<file path="src/rtl/bypass_pkg.sv">
package bypass_pkg;
   typedef enum logic [1:0] {
      SRC_REGFILE = 2'b00,
      SRC_MEMWB   = 2'b01,
      SRC_EXMEM   = 2'b10
   } src_sel_e;
endpackage

</file>
<file path="src/rtl/bypass_match.sv">
module bypass_match #(
   parameter int RW         = 5,
   parameter bit ZERO_GUARD = 1'b1
) (
   input  logic [RW-1:0] src,
   input  logic [RW-1:0] dst,
   input  logic          wr,
   input  logic          allow,
   output logic          hit
);
   logic same;
   assign same = (src == dst);

   generate
      if (ZERO_GUARD) begin : g_guard
         assign hit = allow & wr & (dst != '0) & same;
      end else begin : g_noguard
         assign hit = allow & wr & same;
      end
   endgenerate
endmodule

</file>
<file path="src/rtl/bypass_src_sel.sv">
module bypass_src_sel
   import bypass_pkg::*;
#(
   parameter int RW = 5
) (
   input  logic [RW-1:0] src,
   input  logic [RW-1:0] em_rd,
   input  logic          em_wr,
   input  logic          em_load,
   input  logic [RW-1:0] mw_rd,
   input  logic          mw_wr,
   output src_sel_e      sel
);
   logic em_hit, mw_hit;

   bypass_match #(.RW(RW), .ZERO_GUARD(1'b1)) u_em (
      .src(src), .dst(em_rd), .wr(em_wr), .allow(~em_load), .hit(em_hit));
   bypass_match #(.RW(RW), .ZERO_GUARD(1'b1)) u_mw (
      .src(src), .dst(mw_rd), .wr(mw_wr), .allow(1'b1), .hit(mw_hit));

   always_comb begin
      if (em_hit)      sel = SRC_EXMEM;
      else if (mw_hit) sel = SRC_MEMWB;
      else             sel = SRC_REGFILE;
   end

   always_comb begin
      // a younger match must never lose to the older one
      a_r4_younger_wins: assert (!(em_hit && mw_hit) || sel == SRC_EXMEM)
         else $error("younger producer lost priority");
      // a load still in execute/memory never selected
      a_r7_no_em_load: assert (!(em_load && sel == SRC_EXMEM))
         else $error("load in execute/memory was selected");
   end
endmodule

</file>
<file path="src/rtl/bypass_store_sel.sv">
module bypass_store_sel
   import bypass_pkg::*;
#(
   parameter int RW           = 5,
   parameter bit STORE_BYPASS = 1'b1
) (
   input  logic [RW-1:0] st_reg,
   input  logic          em_store,
   input  logic [RW-1:0] mw_rd,
   input  logic          mw_wr,
   input  logic          mw_load,
   output src_sel_e      sel
);
   generate
      if (STORE_BYPASS) begin : g_on
         logic hit;
         bypass_match #(.RW(RW), .ZERO_GUARD(1'b1)) u_mw (
            .src(st_reg), .dst(mw_rd), .wr(mw_wr),
            .allow(em_store & mw_load), .hit(hit));
         assign sel = hit ? SRC_MEMWB : SRC_REGFILE;
      end else begin : g_off
         assign sel = SRC_REGFILE;
      end
   endgenerate

   always_comb begin
      // only a load in writeback may feed the store data
      a_r9_load_only: assert (sel != SRC_MEMWB || (mw_load && em_store))
         else $error("store bypass from non-load");
      a_r8_code_range: assert (sel == SRC_REGFILE || sel == SRC_MEMWB)
         else $error("illegal store select");
   end
endmodule

</file>
<file path="src/rtl/operand_bypass_unit.sv">
module operand_bypass_unit
   import bypass_pkg::*;
#(
   parameter int ILEN         = 32,
   parameter int RW           = 5,
   parameter int RS1_LSB      = 21,
   parameter int RS2_LSB      = 16,
   parameter bit STORE_BYPASS = 1'b1
) (
   input  logic [ILEN-1:0] ex_instr,
   input  logic [RW-1:0]   exmem_rd,
   input  logic            exmem_wr,
   input  logic            exmem_load,
   input  logic            exmem_store,
   input  logic [RW-1:0]   exmem_store_reg,
   input  logic [RW-1:0]   memwb_rd,
   input  logic            memwb_wr,
   input  logic            memwb_load,
   output logic [1:0]      sel_alu_a,
   output logic [1:0]      sel_alu_b,
   output logic [1:0]      sel_store
);
   localparam int NSRC = 2;
   localparam int LSB [NSRC] = '{RS1_LSB, RS2_LSB};

   generate
      if (RW < 1 || RW > 8) begin : g_bad_rw
         $error("RW out of range");
      end
      if (RS1_LSB + RW > ILEN || RS2_LSB + RW > ILEN) begin : g_bad_field
         $error("source field exceeds instruction width");
      end
   endgenerate

   logic [RW-1:0] src [NSRC];
   src_sel_e      sel [NSRC];
   src_sel_e      st_sel;

   genvar gi;
   generate
      for (gi = 0; gi < NSRC; gi++) begin : g_src
         assign src[gi] = ex_instr[LSB[gi] +: RW];
         bypass_src_sel #(.RW(RW)) u_sel (
            .src(src[gi]), .em_rd(exmem_rd), .em_wr(exmem_wr),
            .em_load(exmem_load), .mw_rd(memwb_rd), .mw_wr(memwb_wr),
            .sel(sel[gi]));
      end
   endgenerate

   bypass_store_sel #(.RW(RW), .STORE_BYPASS(STORE_BYPASS)) u_st (
      .st_reg(exmem_store_reg), .em_store(exmem_store), .mw_rd(memwb_rd),
      .mw_wr(memwb_wr), .mw_load(memwb_load), .sel(st_sel));

   assign sel_alu_a = sel[0];
   assign sel_alu_b = sel[1];
   assign sel_store = st_sel;

   always_comb begin
      // register 0 sources always read the register file
      a_r5_zero_a: assert (src[0] != '0 || sel_alu_a == 2'b00)
         else $error("register 0 bypassed on A");
      a_r5_zero_b: assert (src[1] != '0 || sel_alu_b == 2'b00)
         else $error("register 0 bypassed on B");
      // with no writer anywhere, nothing is bypassed
      a_r6_no_writer: assert (exmem_wr || memwb_wr ||
                              (sel_alu_a == 2'b00 && sel_alu_b == 2'b00 && sel_store == 2'b00))
         else $error("bypass without a writer");
      // codes stay within the three legal values
      a_r2_legal_a: assert (sel_alu_a != 2'b11) else $error("illegal code A");
      a_r2_legal_b: assert (sel_alu_b != 2'b11) else $error("illegal code B");
   end
endmodule

</file>
<file path="config.mk">
export PLATFORM = sky130hd
export DESIGN_NAME = operand_bypass_unit
export DESIGN_NICKNAME = d
export VERILOG_FILES = /design/src/rtl/bypass_pkg.sv /design/src/rtl/bypass_match.sv /design/src/rtl/bypass_src_sel.sv /design/src/rtl/bypass_store_sel.sv /design/src/rtl/operand_bypass_unit.sv
export SDC_FILE = /design/constraint.sdc
export NUM_CORES = 1
export LEC_CHECK = 0
export BUFFER_PORTS_ARGS = -buffer_cell sky130_fd_sc_hd__buf_2
export CAP_MARGIN = 20
export CORE_UTILIZATION = 27
export DETAILED_ROUTE_END_ITERATION = 6
export PLACE_DENSITY = 0.8
export SYNTH_ARGS = -nofsm -noshare
export SYNTH_HDL_FRONTEND = slang
export SYNTH_SLANG_ARGS = --single-unit
</file>
<file path="constraint.sdc">
create_clock -name vclk -period 1.4
set_clock_uncertainty 0.1 [all_clocks]
set_input_delay 0.21 -clock vclk [all_inputs]
set_output_delay 0.21 -clock vclk [all_outputs]
set_load 0.02 [all_outputs]
</file>
==> results_dict.tcl, run 1 <==
set metrics [dict create \
    synth-simple-area-share_pct 27.0 \
    core_um2 1190 \
    max_freq_mhz 604 \
    timing.final.ws_setup_ps -257 \
    maxCapViolations 0 \
    cp-start-kind "input pin" \
    num_vias 491 \
    drtIter0Drc 0 \
    grt-ovfl-total 0 \
    dpl_cell_area_um2 672 \
    vias_per_cell 4.46 \
    status "finished with violations" \
    path_class "in2out" \
    critPathArrivalTime_ps 1350 \
    ys_types 12 \
    synth_top_area_share_pct 35.5 \
    holdBufCountCts 0 \
    p_leak_nw 0.343 \
    synth_mux_area_share_pct 0 \
    placementRows 12 \
    synth_top_cell_by_area "xnor2_1" \
    finalCritPeriodShare_pct 118 \
    die_h_um 39.0 \
    nClkBuffers 0 \
    yosys.area_share.adder_pct 0 \
    antenna_found_initial 0 \
    ir_worst_vdd_uv 157 \
    hp-start "memwb_load" \
    synth_compound_area_share_pct 4.73 \
    die_x_um 39.0 \
    syn_inst 48 \
    synth_most_common_cell "xnor2_1" \
    grt_pass1_wl_mm 1.73 \
    startpoint "exmem_rd[3]" \
    final_layout_size_suffix_gt1_share_pct 65.6 \
    syn_nets 100 \
    rsz0062_at_grt "true" \
    area_growth_pct 98.6 \
    post_cts_buffers 0 \
    synth.cell_area_um2 370 \
    final_cells 110 \
    dr.pass1.iters 1 \
    ys_seq_area_share_pct 0 \
    synth_commonest_cells "15 x xnor2_1, 10 x xor2_1, 5 x nand3_1, 4 x buf_4, 3 x nor3_1" \
    grt.total_usage_pct 15.9 \
    ios 58 \
    crit_path_end_kind "output port" \
    antenna_cells 0 \
    yosys_warnings 0 \
    routedWlPerCell_um 10.2 \
    n_sequential_cell 0 \
    dieArea_um2 1520 \
    worstPathMaxFanout 2 \
    worst_hold_path_type "in2out" \
    critical_path_required_ps 1090 \
    drc 0 \
    grt_pass1_vias 459 \
    synth_xor_area_share_pct 59.1 \
    gp_congestion 0.795 \
    violations "setup timing" \
    total_power_mw 0.209 \
    seqCellArea_um2 0 \
    hold_viol_final 0 \
    final_net_count 150 \
    min_period_ps 1660 \
    syn_area_per_cell_um2 7.72 \
    drv_slew 0 \
    synth_top_family_by_area "XOR/XNOR gates" \
    start_util_pct 31.2 \
    ant_nets 0 \
    drt-total-wl_mm 1.12 \
    fill_cells 111 \
    power_density_nw_per_um2 285 \
    grt_max_degree 5 \
    io_buffers 35 \
    dpl.hpwl_um 962 \
    setup_tns_ps -1010 \
    synthTopCellsByArea "xnor2_1 35%, xor2_1 24%, buf_4 8.1%" \
    setup_viol 5 \
    dp_cells 110 \
    fin_area_um2 736 \
    place_ws_ps -304 \
]
worst paths after layout:
path | to | depth (start not counted)
hold / removal | sel_store[0] | 4
setup / recovery | sel_alu_b[0] | 6
stage by stage:
| step | hold WS, ps | utilization (%) |
|---|---|---|
| after global placement | 662 | 56.6 |
| after global routing | 691 | 62.0 |
| after CTS | 664 | 61.4 |
| final | 671 | 62.0 |
| after floorplan | 444 | - |
| after detailed placement | 663 | 56.6 |
cell families (layout without fill, tap and decap cells):
| kind of cell | after synthesis | in the layout |
|---|---|---|
| buffers and inverters | 4 | 52 |
| AND/OR/NAND/NOR | 16 | 16 |
| AO/OA/AOI/OAI | 2 | 2 |
| other | 1 | 1 |
| XOR/XNOR | 25 | 25 |
placed cells by master (no fill, tap or decap):
cell	synthesis	final
buf_4	4	20
nor3_1	3	2
nor4_2	0	2
nor2b_1	1	1
o21ai_4	0	2
xnor2_1	15	13
xor2_1	10	10
or4_4	0	2
buf_6	0	2
buf_2	0	30
xnor2_2	0	2
nor3_2	2	3
nand4_1	1	1
conb_1	1	1
nand3_1	5	5
routing by layer:
metal	part of all wire, %	track usage (%)	wire [um]
met5	0	0	0
met4	0	1.72	0
met3	6.1	0.578	68
met2	56	32.5	623
met1	38	18.0	430
timing repair:
action / CTS / global route
pin swaps: 4 / 2
endpoints found under the setup margin: 5 / 5
cloned: 0 / 0
gates resized for setup: 11 / 1
cell type report:
type               count  area, um2  share of cell area [%]
repair buffers        52        323                    43.9
multi-input cells     44        395                    53.7
well taps             14       17.5                    2.38
report_power, final:
part | switching [mW] | total [mW] | leakage [nW] | internal (mW)
Sequential | 0 | 0 | 0 | 0
Clock | 0 | 0 | 0 | 0
Combinational | 0.0894 | 0.209 | 0.343 | 0.120
critical path, cell delays in order:
cell     delay (ps)
buf_2           100
or4_4           540
o21ai_4         160
nor4_2           80
nor3_2          100
buf_4           160
(Power assumes the default switching activity.)
==> inputs of run 2 (changes only) <==
--- a/config.mk
+++ b/config.mk
@@ -9,7 +9,8 @@
 export CAP_MARGIN = 20
 export CORE_UTILIZATION = 27
 export DETAILED_ROUTE_END_ITERATION = 6
-export PLACE_DENSITY = 0.8
+export PLACE_DENSITY = 0.77
+export SETUP_SLACK_MARGIN = 0.3
 export SYNTH_ARGS = -nofsm -noshare
 export SYNTH_HDL_FRONTEND = slang
 export SYNTH_SLANG_ARGS = --single-unit
==> run 2 against run 1 <==
Against the previous run: the flow still finishes with violations (setup timing); largest power group unchanged; design area rose by 2.9%; sequential share of layout area did not move; flip-flop and latch count did not move; die area did not move; highest routed layer unchanged; critical endpoint unchanged.
==> results_dict.tcl, run 2 (same netlist as run 1, synthesis figures left out) <==
set metrics [dict create \
    layout_common_cells "27 x buf_2, 19 x buf_4, 13 x xnor2_1" \
    hp-start "memwb_load" \
    status "finished with violations" \
    final_cells 109 \
    die_h_um 39.0 \
    fin_area_um2 757 \
    critical_path_required_ps 1090 \
    drt-total-wl_mm 1.12 \
    placementRows 12 \
    start_util_pct 31.2 \
    grt_pass1_wl_mm 1.75 \
    antenna_cells 0 \
    nClkBuffers 0 \
    violations "setup timing" \
    final_common_cell "buf_2" \
    seqCellArea_um2 0 \
    n_sequential_cell 0 \
    antenna_found_initial 0 \
    crit_chain "buf_6, or4_4, o21ai_4, nor4_2, nor3_2, buf_4" \
    critPathMaxStageDelay_ps 540 \
    core_um2 1190 \
    dp_cells 109 \
    crit_slowest_cell "or4_4" \
    die_x_um 39.0 \
    finalCritPeriodShare_pct 117 \
    grt_max_degree 5 \
    dieArea_um2 1520 \
    p_leak_nw 0.345 \
    crit_path_end_kind "output port" \
    ant_nets 0 \
    dpl.hpwl_um 978 \
    final_net_count 149 \
    hold_depth 4 \
    dr.pass1.iters 2 \
    min_period_ps 1640 \
    maxCapViolations 0 \
    gp_congestion 0.777 \
    area_growth_pct 104 \
    routedWlPerCell_um 10.2 \
    worst-path-buf-inv 2 \
    worst_hold_path_type "in2out" \
    cp-start-kind "input pin" \
    worstPathMaxFanout 2 \
    max_freq_mhz 609 \
    holdBufCountCts 0 \
    critPathArrivalTime_ps 1330 \
    fill_cells 105 \
    drv_slew 0 \
    ios 58 \
    grt-ovfl-total 0 \
    num_vias 487 \
    grt.total_usage_pct 16.0 \
    io_buffers 35 \
    utilization_pct 63.8 \
    timing.final.ws_setup_ps -241 \
    final_layout_size_suffix_gt1_share_pct 67.4 \
    ir_worst_vdd_uv 158 \
    path_class "in2out" \
    grt_pass1_vias 440 \
    rsz0062_at_grt "true" \
    hold_end "sel_store[0]" \
    post_cts_buffers 0 \
    power_density_nw_per_um2 288 \
    cp_top_family "simple AND/OR/NAND/NOR gates" \
    drc 0 \
    vias_per_cell 4.47 \
    hold_viol_final 0 \
    dpl_cell_area_um2 664 \
    setup_viol 5 \
    drtIter0Drc 3 \
]
==> run 2: final cells by class <==
cell class / count / area, um2 / area share, %
timing repair buffer: 51 / 334 / 44.1
multi-input combinational: 44 / 405 / 53.6
tap: 14 / 17.5 / 2.31
==> run 2: routing by layer <==
metal | vias to the layer above | part of all wire [%] | track usage, %
li1 | 255 | - | -
met1 | 212 | 42 | 20.4
met2 | 20 | 52 | 31.3
met3 | 0 | 5.7 | 0
met4 | 0 | 0 | 0
met5 | - | 0 | 0
==> run 2: power by group <==
group	internal, mW	switching [mW]	leakage, nW
clock network	0	0	0
logic	0.124	0.0938	0.345
registers	0	0	0
==> run 2: how the worst max path moves through the flow <==
| stage | cells after the start | endpoint | slack (ps) | start |
|---|---|---|---|---|
| floorplan | 4 | sel_alu_a[0] | -150 | exmem_rd[3] |
| global placement | 6 | sel_alu_a[0] | -270 | exmem_rd[3] |
| detailed placement | 6 | sel_alu_a[0] | -290 | exmem_rd[3] |
| CTS | 6 | sel_alu_a[0] | -250 | exmem_rd[3] |
| global route | 6 | sel_alu_a[0] | -300 | exmem_rd[3] |
| finish | 6 | sel_alu_b[0] | -240 | exmem_rd[3] |
==> run 2: timing repair <==
| action | CTS | global route |
|---|---|---|
| hold endpoints to repair | 0 | 0 |
| pin swaps | 6 | 1 |
| setup endpoints to repair | 5 | 5 |
| gates resized for setup | 15 | 4 |
==> run 2: through the flow <==
stage / hold WS [ps] / TNS, ps / total power [mW] / setup WS (ps)
finish: 662 / -937 / 0.218 / -241
global route: 700 / -1160 / 0.236 / -299
CTS: 662 / -943 / 0.211 / -248
detailed placement: 660 / -1210 / 0.190 / -286
global placement: 657 / -1110 / 0.185 / -268
floorplan: 444 / -363 / 0.0811 / -147
